$ cat src/rtl/tick_countdown_pkg.sv
package tick_countdown_pkg;

  localparam int CODE_W = 3;
  localparam int DIV_W  = 8;

  // Gather the non-contiguous configuration bits into one code.
  function automatic logic [CODE_W-1:0] cfg_to_code(input logic [3:0] raw);
    return {raw[3], raw[1:0]};
  endfunction

  // Shift amount wraps modulo 8, so code 7 selects a divisor of one.
  function automatic logic [CODE_W-1:0] code_to_shift(input logic [CODE_W-1:0] code);
    return code + CODE_W'(1);
  endfunction

  function automatic logic [DIV_W-1:0] shift_to_div(input logic [CODE_W-1:0] sh);
    return DIV_W'(1) << sh;
  endfunction

endpackage

$ cat src/rtl/tick_prescaler.sv
module tick_prescaler
  import tick_countdown_pkg::*;
#(
  parameter int BASE_LOG2 = 4
) (
  input  logic              clk,
  input  logic              rst_n,
  input  logic              restart,
  input  logic              run,
  input  logic [CODE_W-1:0] code_req,
  output logic              dec_o
);

  logic              base_tick;
  logic              armed;
  logic [DIV_W-1:0]  div_cnt;
  logic [CODE_W-1:0] act_shift;
  logic              div_wrap;

  generate
    if (BASE_LOG2 > 0) begin : g_base
      logic [BASE_LOG2-1:0] base_cnt;
      always_ff @(posedge clk) begin
        if (!rst_n) base_cnt <= '0;
        else        base_cnt <= base_cnt + 1'b1;
      end
      assign base_tick = (base_cnt == '1);
    end else begin : g_nobase
      assign base_tick = 1'b1;
    end
  endgenerate

  assign div_wrap = (div_cnt == shift_to_div(act_shift) - DIV_W'(1));
  assign dec_o    = run && !restart && armed && base_tick && div_wrap;

  always_ff @(posedge clk) begin
    if (!rst_n) begin
      armed     <= 1'b0;
      div_cnt   <= '0;
      act_shift <= code_to_shift('0);
    end else if (restart || !run) begin
      armed     <= 1'b0;
      div_cnt   <= '0;
      act_shift <= code_to_shift(code_req);
    end else if (base_tick) begin
      if (!armed) begin
        armed     <= 1'b1;
        div_cnt   <= '0;
        act_shift <= code_to_shift(code_req);
      end else if (div_wrap) begin
        div_cnt   <= '0;
        act_shift <= code_to_shift(code_req);
      end else begin
        div_cnt   <= div_cnt + 1'b1;
      end
    end
  end

  // The edge straight after a load is never a decrement: alignment comes first.
  assert_align_R5: assert property (@(posedge clk) disable iff (!rst_n)
    restart |=> !dec_o);

endmodule

$ cat src/rtl/tick_counter.sv
module tick_counter #(
  parameter int CNT_W = 32
) (
  input  logic             clk,
  input  logic             rst_n,
  input  logic             load,
  input  logic [CNT_W-1:0] load_val,
  input  logic             dec,
  output logic [CNT_W-1:0] count_o,
  output logic             expire_o
);

  always_ff @(posedge clk) begin
    if (!rst_n) begin
      count_o  <= '0;
      expire_o <= 1'b0;
    end else if (load) begin
      count_o  <= load_val;
      expire_o <= 1'b0;
    end else if (dec) begin
      count_o  <= count_o - 1'b1;
      expire_o <= (count_o == CNT_W'(1));
    end else begin
      expire_o <= 1'b0;
    end
  end

  assert_load_R4: assert property (@(posedge clk) disable iff (!rst_n)
    load |=> count_o == $past(load_val));
  assert_step_R3: assert property (@(posedge clk) disable iff (!rst_n)
    (!load && count_o != '0) |=> (count_o == $past(count_o) || count_o == $past(count_o) - 1'b1));
  assert_single_pulse_R7: assert property (@(posedge clk) disable iff (!rst_n)
    expire_o |=> !expire_o);
  assert_pulse_at_zero_R7: assert property (@(posedge clk) disable iff (!rst_n)
    expire_o |-> count_o == '0);
  assert_hold_zero_R7: assert property (@(posedge clk) disable iff (!rst_n)
    (count_o == '0 && !load) |=> (count_o == '0 && !expire_o));
  assert_zero_load_R8: assert property (@(posedge clk) disable iff (!rst_n)
    (load && load_val == '0) |=> !expire_o);

endmodule

$ cat src/rtl/tick_countdown.sv
module tick_countdown
  import tick_countdown_pkg::*;
#(
  parameter int CNT_W     = 32,
  parameter int BASE_LOG2 = 4
) (
  input  logic             clk,
  input  logic             rst_n,
  input  logic [CNT_W-1:0] wdata,
  input  logic             wr_init,
  input  logic             wr_div,
  input  logic             wr_cur,
  output logic [CNT_W-1:0] cur_count,
  output logic [CNT_W-1:0] div_cfg,
  output logic             expire
);

  logic [CODE_W-1:0] cfg_code;
  logic              dec;
  logic              running;

  always_ff @(posedge clk) begin
    if (!rst_n)      cfg_code <= '0;
    else if (wr_div) cfg_code <= cfg_to_code(wdata[3:0]);
  end

  always_comb begin
    div_cfg    = '0;
    div_cfg[3] = cfg_code[2];
    div_cfg[1] = cfg_code[1];
    div_cfg[0] = cfg_code[0];
  end

  assign running = (cur_count != '0);

  tick_prescaler #(.BASE_LOG2(BASE_LOG2)) u_pre (
    .clk      (clk),
    .rst_n    (rst_n),
    .restart  (wr_init),
    .run      (running),
    .code_req (cfg_code),
    .dec_o    (dec)
  );

  tick_counter #(.CNT_W(CNT_W)) u_cnt (
    .clk      (clk),
    .rst_n    (rst_n),
    .load     (wr_init),
    .load_val (wdata),
    .dec      (dec),
    .count_o  (cur_count),
    .expire_o (expire)
  );

  assert_cfg_mask_R2: assert property (@(posedge clk) disable iff (!rst_n)
    wr_div |=> div_cfg == ($past(wdata) & CNT_W'(32'hB)));
  assert_ro_current_R6: assert property (@(posedge clk) disable iff (!rst_n)
    (wr_cur && !wr_init && !dec) |=> cur_count == $past(cur_count));

endmodule

$ cat config.mk
export PLATFORM = sky130hd
export DESIGN_NAME = tick_countdown
export DESIGN_NICKNAME = d
export VERILOG_FILES = /design/src/rtl/tick_countdown_pkg.sv /design/src/rtl/tick_prescaler.sv /design/src/rtl/tick_counter.sv /design/src/rtl/tick_countdown.sv
export SDC_FILE = /design/constraint.sdc
export NUM_CORES = 1
export LEC_CHECK = 0
export BUFFER_PORTS_ARGS = -buffer_cell sky130_fd_sc_hd__buf_2
export CORE_ASPECT_RATIO = 1.4
export CORE_MARGIN = 5
export CORE_UTILIZATION = 49
export CTS_BUF_LIST = sky130_fd_sc_hd__clkbuf_8
export DETAILED_ROUTE_END_ITERATION = 8
export GPL_TIMING_DRIVEN = 0
export PLACE_DENSITY = 0.77
export SLEW_MARGIN = 20
export SYNTH_ARGS = -nofsm -noshare
export SYNTH_HDL_FRONTEND = slang
export SYNTH_SLANG_ARGS = --single-unit
$ cat constraint.sdc
create_clock -name clk -period 3 [get_ports clk]
set_input_delay 0.6 -clock clk [delete_from_list [all_inputs] [get_ports clk]]
set_output_delay 0.6 -clock clk [all_outputs]
set_load 0.01 [all_outputs]
==> After elaboration in Yosys (flattened, before gate mapping) <==
Index checks and enable logic that the tools add are counted.
{ "op_classes": {"n_reduce_logical": 13, "eq_ne": 4, "bitwise": 2, "n_lt_le_gt_ge": 0, "multipliers": 0, "n_div": 0, "n_mux": 8, "shifts": 1, "addsub": 5} }
{ "op_table": {"columns": ["operator", "n"], "rows": [
  ["$mux W32", 2],
  ["$eq A32 B1 Y1 const B", 1],
  ["$reduce_bool A32 Y1", 1],
  ["$sub A32 B1 Y32 const B", 1],
  ["$mux W8", 2],
  ["$mux W3", 4],
  ["$add A8 B1 Y8 const B", 1],
  ["$eq A8 B8 Y1", 1],
  ["$shl A1 B3 Y8 const A", 1],
  ["$sub A8 B1 Y8 const B", 1],
  ["$add A4 B1 Y4 const B", 1],
  ["$eq A4 B4 Y1 const B", 1],
  ["$logic_and A1 B1 Y1", 4],
  ["$reduce_bool A2 Y1", 2],
  ["$add A3 B1 Y3 const B", 1],
  ["$ne A3 B3 Y1 const B", 1],
  ["$reduce_or A3 Y1", 1],
  ["$logic_not A1 Y1", 2],
  ["$not A1 Y1", 2],
  ["$reduce_and A2 Y1", 1],
  ["$reduce_or A2 Y1", 1],
  ["$logic_or A1 B1 Y1", 1]
]} }
{ "totals": {"regBits": 52, "mem_count": 0, "inputBits": 37, "latchBits": 0, "word_cells": 40, "output_inout_bits": 65, "ram_bits": 0, "mem_bits_ro": 0} }

==> Logic depth before layout (Yosys ltp) <==
Gate-level depths: netlist of the first run.
{ "logic_depth": {"ltp_word": 7, "mapped_depth": 9, "mapped_depth_nobuf": 7} }

==> Modules after synthesis <==
From an unflattened synthesis of the first run, not the netlist that was laid out.
{ "hier_totals": {"hier_cells": 382, "area_unflattened_um2": 3198.1} }
{ "by_module_without_submodules": {"columns": ["mod", "cells_each", "n_inst", "seq_area_each_um2", "area_per_inst_um2"], "rows": [
  ["tick_counter", 232, 1, 660.6, 1909.3],
  ["tick_prescaler", 100, 1, 320.3, 883.3],
  ["tick_countdown", 50, 1, 60.1, 405.4]
]} }

==> Worst setup path before layout of the first run <==
No wires, ideal clock.
{ "synth_path": {"kind": "register -> register", "start": "register u_pre.g_base.base_cnt[0]", "end": "register u_cnt.count_o[30]", "t_arrival_ns": 2.259, "n_path_buf": 2, "path_stages_with_launch": 9, "path_slack_ns": 0.667, "path_cell_list": "dfxtp_1 ha_1 and3_1 clkbuf_1 nand2_1 or4_1 buf_2 or4_1 a31oi_1"} }
{ "synth_via": {"elab_chain_cells": 4} }
{ "synth_lines": {"columns": ["item", "line", "rtl"], "rows": [
  ["from (decl)", "tick_prescaler.sv:22", "logic [BASE_LOG2-1:0] base_cnt;"],
  ["from (signal assigned)", "tick_prescaler.sv:25", "else base_cnt <= base_cnt + 1'b1;"],
  ["$eq A4 B4 Y1", "tick_prescaler.sv:27", "assign base_tick = (base_cnt == '1);"],
  ["$logic_and A1 B1 Y1 (2 in series)", "tick_prescaler.sv:34", "assign dec_o = run && !restart && armed && base_tick && div_wrap;"],
  ["$reduce_bool A2 Y1 (no line)", null, null],
  ["to (signal assigned)", "tick_counter.sv:18", "count_o <= load_val;"],
  ["to (signal assigned)", "tick_counter.sv:21", "count_o <= count_o - 1'b1;"],
  ["to (decl)", "tick_counter.sv:9", "output logic [CNT_W-1:0] count_o,"]
]} }
Every way passes these cells.
A chain may end at the register's enable or synchronous reset.

==> Worst setup path in the final report of the first run <==
{ "layout_path": {"start": "register u_pre.g_base.base_cnt[0]", "end": "register u_cnt.count_o[10]"} }
The elaborated chain is that of the path after synthesis.

==> run metrics, run 1 <==
largest net degree at the start of global routing 15; row count 35; synthesized cell area 3220 um2; EDFF count, synth 0; Hold-fix buffers, CTS 0; placed cells 574; register bit total from synthesis 52; initial antenna violation count 0; biggest area consumer among synthesized cells dfxtp_1; DRT iter0 DRCs 231; outcome finished, final reports clean; most area-consuming cells after synthesis dfxtp_1 (32%), buf_4 (6.8%), o21ai_0 (6.5%); RSZ-0062 raised after global routing false; post_cts resized 0; Yosys top cell area share 32.3%; CP arrival 3010 ps; CTS tree built; Die H 106 um; Slew Limit Fails 0; # setup viols final 0; drt wl/cell 15.7 um; final wirelength 9120 um; Avg Vias per Cell 5.71; setup ws final 230 ps; period utilisation layout 92.3%; most frequent cell after synthesis dfxtp_1; Slew @ Worst Pin 892 ps; antenna fix cells 0; Finished Layout Cells 581; H-tree depth 2; Synth Instances 401; clock period minus worst slack 2770 ps; TritonRoute pass-1 iters 4; Post-DP HPWL 7050 um; worst path cell trace ha_1 > and3_1 > clkbuf_1 > nand3b_1 > nor3_1 > clkbuf_1 > a311oi_1 > nor3_1; grt ovf 0; CTS Root Cell clkbuf_8; max-cap viol count 0; max_slew headroom 40.0%; sequential-to-total area share from yosys stat 32.3%; Worst-Skew Late Latency 310 ps; Pleak 1.60 nW; final hold vios 0; DP Worst Slack 219 ps; post-CTS setup buffers 0; CP startpoint kind flip-flop; Fin Setup TNS 0 ps; Synth Area per Inst 8.03 um2; FFs w/ async S/R, synth 0%; Fmax 361 MHz; ys flop type dfxtp_1; slowest stage delay, CP 700 ps; CTS buffer count 5; Crit Path Class flip-flop to flip-flop; ANT nets after route 0; vias in the first global route 3267; top post-synthesis cells by count dfxtp_1 (52), o21ai_0 (42), buf_4 (29); YS warnings 0; Die Wd 78.5 um; CTS Buffer Depth 2; Crit path required time 3240 ps; worst path buffer plus inverter count 2; Area growth, synth to finish 19.6%; slowest CP cell nor3_1; share of layout cells above drive strength 1 23.5%; Core ar. 6480 um2; global-route wire length before repair 15000 um; nets@finish 550; crit-path max FO 10; Peak VDD IR 0.000237 V; cell family with most CP delay simple AND/OR/NAND/NOR gates; Pwr per Cell Area 382 nW/um2; Initial Util 49.7%; critical path capture point type flip-flop; placer congestion estimate 0.913; drt drc 0; total global-route track usage 22.0%; vias 3316; Die ar. 8320 um2; Clock Pin Slew Worst Setup and Hold Paths 90 ps; Num Clock Sinks 52; min-delay worst type flip-flop to flip-flop; IO Pins 102; Yosys cell types 49; Port Buffers 71; Max Clock Skew 8.10 ps
state kept, by name, indices dropped and copies added (netlist names):
register / count
u_pre.g_base.base_cnt: 4
u_cnt.expire_o: 1
u_pre.armed: 1
u_pre.div_cnt: 8
u_cnt.count_o: 32
cfg_code: 3
u_pre.act_shift: 3
worst paths after layout:
path / from / end / slack (ps) / depth (start not counted)
hold / removal: u_pre.g_base.base_cnt[0] / u_pre.g_base.base_cnt[0] / 450 / 1
hold reg to reg: u_pre.g_base.base_cnt[0] / u_pre.g_base.base_cnt[0] / 450 / 1
setup / recovery: u_pre.g_base.base_cnt[0] / u_cnt.count_o[10] / 230 / 8
setup reg to reg: u_pre.g_base.base_cnt[0] / u_cnt.count_o[10] / 230 / 8
worst reg2reg max path, stage by stage (launching register included):
cell and delay, ps:
dfxtp_1 360, ha_1 210, and3_1 170, clkbuf_1 300, nand3b_1 110, nor3_1 700, clkbuf_1 450, a311oi_1 190
nor3_1 200
area by class of cell:
cell class | count | area, um2
fill | 638 | 2630
multi-input combinational | 318 | 1950
sequential | 52 | 1040
timing repair buffer | 71 | 355
buffer | 55 | 323
tap | 74 | 92.6
clock buffer | 5 | 68.8
inverter | 4 | 15.0
clock inverter | 2 | 8.76
layer usage:
| layer | vias to the layer above | share of wire (%) | GRT usage, % |
|---|---|---|---|
| li1 | 1653 | - | - |
| met5 | - | 0 | 0 |
| met3 | 26 | 6.9 | 3.98 |
| met1 | 1522 | 39 | 26.1 |
| met2 | 115 | 50 | 37.5 |
| met4 | 0 | 3.5 | 11.0 |
cells by family (layout without fill, tap and decap cells):
kind of cell	Yosys count	count (layout)	share of synthesized area, %
compound gates	93	93	17.7
xor+xnor	13	13	3.53
fa+ha+maj	6	6	2.33
buf+inv	59	137	10.4
flops	52	52	32.3
mux	6	6	1.90
other cells	1	29	0.116
simple gates	171	171	31.7
cell usage in the layout (no fill, tap or decap), types with 9 or more instances in the layout:
master / netlist / final
or3_1: 22 / 22
nor3_1: 17 / 17
clkbuf_1: 21 / 20
nand3_1: 12 / 12
conb_1: 1 / 29
or4_1: 16 / 16
buf_2: 5 / 76
nor4_1: 9 / 9
o21ai_0: 42 / 42
nor2_1: 21 / 21
a31oi_1: 21 / 21
dfxtp_1: 52 / 52
nand2_1: 18 / 18
nand4_1: 10 / 10
buf_4: 29 / 29
power breakdown:
group	internal, mW	leakage (nW)	switching (mW)
Combinational	0.137	1.12	0.174
Sequential	0.727	0.429	0.0502
Clock	0.156	0.0452	0.229
per-stage QoR:
| step | power [mW] | hold WS (ps) | cell area, um2 | util (%) |
|---|---|---|---|---|
| final | 1.47 | 452 | 3850 | 59.5 |
| after global routing | 1.55 | 485 | 3850 | 59.5 |
| after detailed placement | 1.10 | 444 | 3770 | 58.2 |
| after global placement | 1.09 | 438 | 3770 | 58.2 |
| after CTS | 1.47 | 457 | 3850 | 59.4 |
| after floorplan | 0.988 | 420 | 3330 | - |
Power figures use the tool's default switching activity.
==> inputs of run 2 (changes only) <==
--- a/config.mk
+++ b/config.mk
@@ -8,11 +8,10 @@
 export BUFFER_PORTS_ARGS = -buffer_cell sky130_fd_sc_hd__buf_2
 export CORE_ASPECT_RATIO = 1.4
 export CORE_MARGIN = 5
-export CORE_UTILIZATION = 49
+export CORE_UTILIZATION = 48
 export CTS_BUF_LIST = sky130_fd_sc_hd__clkbuf_8
 export DETAILED_ROUTE_END_ITERATION = 8
-export GPL_TIMING_DRIVEN = 0
-export PLACE_DENSITY = 0.77
+export PLACE_DENSITY = 0.79
 export SLEW_MARGIN = 20
 export SYNTH_ARGS = -nofsm -noshare
 export SYNTH_HDL_FRONTEND = slang
==> constraint.sdc (replaced) <==
create_clock -name clk -period 2.25 [get_ports clk]
set_input_delay 0.45 -clock clk [delete_from_list [all_inputs] [get_ports clk]]
set_output_delay 0.45 -clock clk [all_outputs]
set_load 0.01 [all_outputs]
==> run 2 against run 1 <==
  * The flow now finishes with violations (negative setup slack)
  * Global-route usage increased by 1.3 points
  * Count of clock-buffer cells in the layout did not move
  * Hold slack lost 57 ps
  * Combinational power rose by 58%
  * Flip-flop and latch count is the same
  * Setup slack got worse by 310 ps
  * Critical path type unchanged
  * Wire length grew 11%
  * Highest routed layer unchanged
  * Largest cell class unchanged
  * Critical path depth down 1
  * Register-to-register slack got worse by 310 ps
==> run metrics, run 2 (synthesized netlist as in run 1, its figures left out) <==
outcome complete, but fails checks (was finished, final reports clean); failing checks negative setup slack; reg2reg setup slack -70 ps (was 230 ps); clock period minus worst slack 2320 ps (was 2770 ps); vias 3586 (was 3316); Slew @ Worst Pin 633 ps (was 892 ps); Worst-Skew Late Latency 310 ps (about the same); Finished Layout Cells 594 (was 581); Fmax 430 MHz (was 361 MHz); min-delay worst type input port to flip-flop (was flip-flop to flip-flop); critical path capture point type flip-flop (unchanged); Post-DP HPWL 7010 um (was 7050 um); IO Pins 102 (unchanged); slowest CP cell or4_4 (was nor3_1); CTS buffer count 5 (unchanged); setup ws final -74.9 ps (was 230 ps); Crit path required time 2490 ps (was 3240 ps); max_slew headroom 57.8% (was 40.0%); Slew Limit Fails 0 (unchanged); Num Clock Sinks 52 (unchanged); period utilisation layout 103% (was 92.3%); placed cells 574 (unchanged); R2R Path End u_cnt.count_o[23] (was u_cnt.count_o[10]); cell family with most CP delay simple AND/OR/NAND/NOR gates (unchanged); Fin Setup TNS -317 ps (was 0 ps); vias in the first global route 3445 (was 3267); DP Worst Slack -126 ps (was 219 ps); slowest stage delay, CP 540 ps (was 700 ps); grt ovf 0 (unchanged); max reg flops 32 (unchanged); initial antenna violation count 0 (unchanged); antenna fix cells 0 (unchanged); largest net degree at the start of global routing 41 (was 15); Avg Vias per Cell 6.04 (was 5.71); share of layout cells above drive strength 1 34.4% (was 23.5%); # setup viols final 12 (was 0); row count 35 (unchanged); Hold EP u_cnt.count_o[7] (was u_pre.g_base.base_cnt[0]); commonest non-fill, non-tap cell in the layout buf_2 (unchanged); placer congestion estimate 0.978 (was 0.913); Area growth, synth to finish 31.0% (was 19.6%); Die ar. 8470 um2 (was 8320 um2); drt drc 0 (unchanged); CTS Buffer Depth 2 (unchanged); crit-path max FO 7 (was 10); WHS Path Cells 3 (was 1); final hold vios 0 (unchanged); Regs by FF count u_cnt.count_o: 32 flops, u_pre.div_cnt: 8 flops, u_pre.g_base.base_cnt: 4 flops (unchanged); Core ar. 6570 um2 (was 6480 um2); Max Clock Skew 5.99 ps (was 8.10 ps); R2R Path Start u_pre.act_shift[1] (was u_pre.g_base.base_cnt[0]); Pleak 1.75 nW (was 1.60 nW); TritonRoute pass-1 iters 5 (was 4); Die Wd 79.2 um (was 78.5 um); Crit Path Class flip-flop to flip-flop (unchanged); Hold Crit Start wdata[7] (was u_pre.g_base.base_cnt[0]); DRT iter0 DRCs 269 (was 231); R2R cell count 7 (was 8); Pwr per Cell Area 516 nW/um2 (was 382 nW/um2); worst path cell trace o21ai_0 > o2bb2ai_2 > o21bai_2 > or4_4 > buf_6 > or4_1 > a31oi_1 (was ha_1 > and3_1 > clkbuf_1 > nand3b_1 > nor3_1 > clkbuf_1 > a311oi_1 > nor3_1); ANT nets after route 0 (unchanged); filler cell count 539 (was 638); worst path buffer plus inverter count 1 (was 2); nets@finish 562 (was 550); Hold Slack 395 ps (was 452 ps); Port Buffers 71 (unchanged); total global-route track usage 23.3% (was 22.0%); max-cap viol count 0 (unchanged); commonest cells after routing, fill and taps aside buf_2 (72), buf_4 (63), dfxtp_1 (47) (was buf_2 (76), dfxtp_1 (52), o21ai_0 (42)); CP startpoint kind flip-flop (unchanged); Initial Util 49.0% (was 49.7%); CTS tree built (unchanged); Clock Pin Slew Worst Setup and Hold Paths 100 ps (was 90 ps); CP arrival 2570 ps (was 3010 ps); Peak VDD IR 0.000392 V (was 0.000237 V); drt wl/cell 17.0 um (was 15.7 um); CTS Root Cell clkbuf_8 (unchanged); H-tree depth 2 (unchanged); Die H 107 um (was 106 um); CP Depth 7 (was 8); final wirelength 10100 um (was 9120 um); RSZ-0062 raised after global routing true (was false); global-route wire length before repair 16000 um (was 15000 um); Reg with most FFs u_cnt.count_o (unchanged)
-- run 2: cell types whose count changed in the layout (fill, tap and decap cells not counted), sizes merged --
cell	change
clkinvlp	+1
bufinv	+1
inv	-1
buf	+32
or4	+1
clkbuf	-21
-- run 2: worst max path at each step --
stage,start,endpoint
after floorplan,u_pre.g_base.base_cnt[0],u_cnt.count_o[30]
after global placement,u_pre.act_shift[1],u_cnt.count_o[21]
after detailed placement,u_pre.act_shift[1],u_cnt.count_o[21]
after CTS,u_pre.div_cnt[5],u_cnt.count_o[23]
after global routing,u_pre.div_cnt[5],u_cnt.count_o[23]
final,u_pre.act_shift[1],u_cnt.count_o[23]
-- run 2: what timing repair did --
item | in CTS | in global routing
endpoints found under the setup margin | 21 | 26
gates cloned | 2 | 0
setup buffers | 10 | 0
pin swaps | 10 | 3
hold buffers | 0 | 0
resized for setup | 23 | 8
-- run 2: power breakdown --
part	internal [mW]	leakage, nW	switching [mW]	total (mW)
clock	0.330	0.0541	0.336	0.666
sequential	0.970	0.430	0.0525	1.02
combinational	0.215	1.27	0.276	0.491
-- run 2: per-layer routing --
| layer | up-vias | part of all wire (%) | GRT usage (%) | routed length [um] |
|---|---|---|---|---|
| met3 | 44 | 6.4 | 3.36 | 642 |
| met2 | 182 | 50 | 41.0 | 5090 |
| met1 | 1679 | 37 | 25.5 | 3690 |
| met5 | - | 0 | 0 | 0 |
| met4 | 0 | 6.7 | 15.4 | 678 |
| li1 | 1681 | - | - | - |
-- run 2: final cells by class --
cell class	instances	area (um2)	share of cell area, %
Clock buffer	5	68.8	1.63
Multi-Input combinational cell	319	2090	49.6
Clock inverter	3	42.5	1.01
Timing Repair Buffer	137	856	20.3
Tap cell	74	92.6	2.19
Inverter	4	15.0	0.356
Sequential cell	52	1050	24.9
-- run 2: worst min-delay path, stage by stage --
cell      delay [ps]
buf_2             90
nand3_1           70
nand3b_1          70
-- run 2: per-stage QoR --
step / utilization, % / cell area (um2) / total power [mW]
final: 64.3 / 4220 / 2.18
after global routing: 64.3 / 4220 / 2.27
after CTS: 63.7 / 4180 / 2.16
after detailed placement: 59.2 / 3890 / 1.49
after global placement: 59.2 / 3890 / 1.48
after floorplan: - / 3370 / 1.32
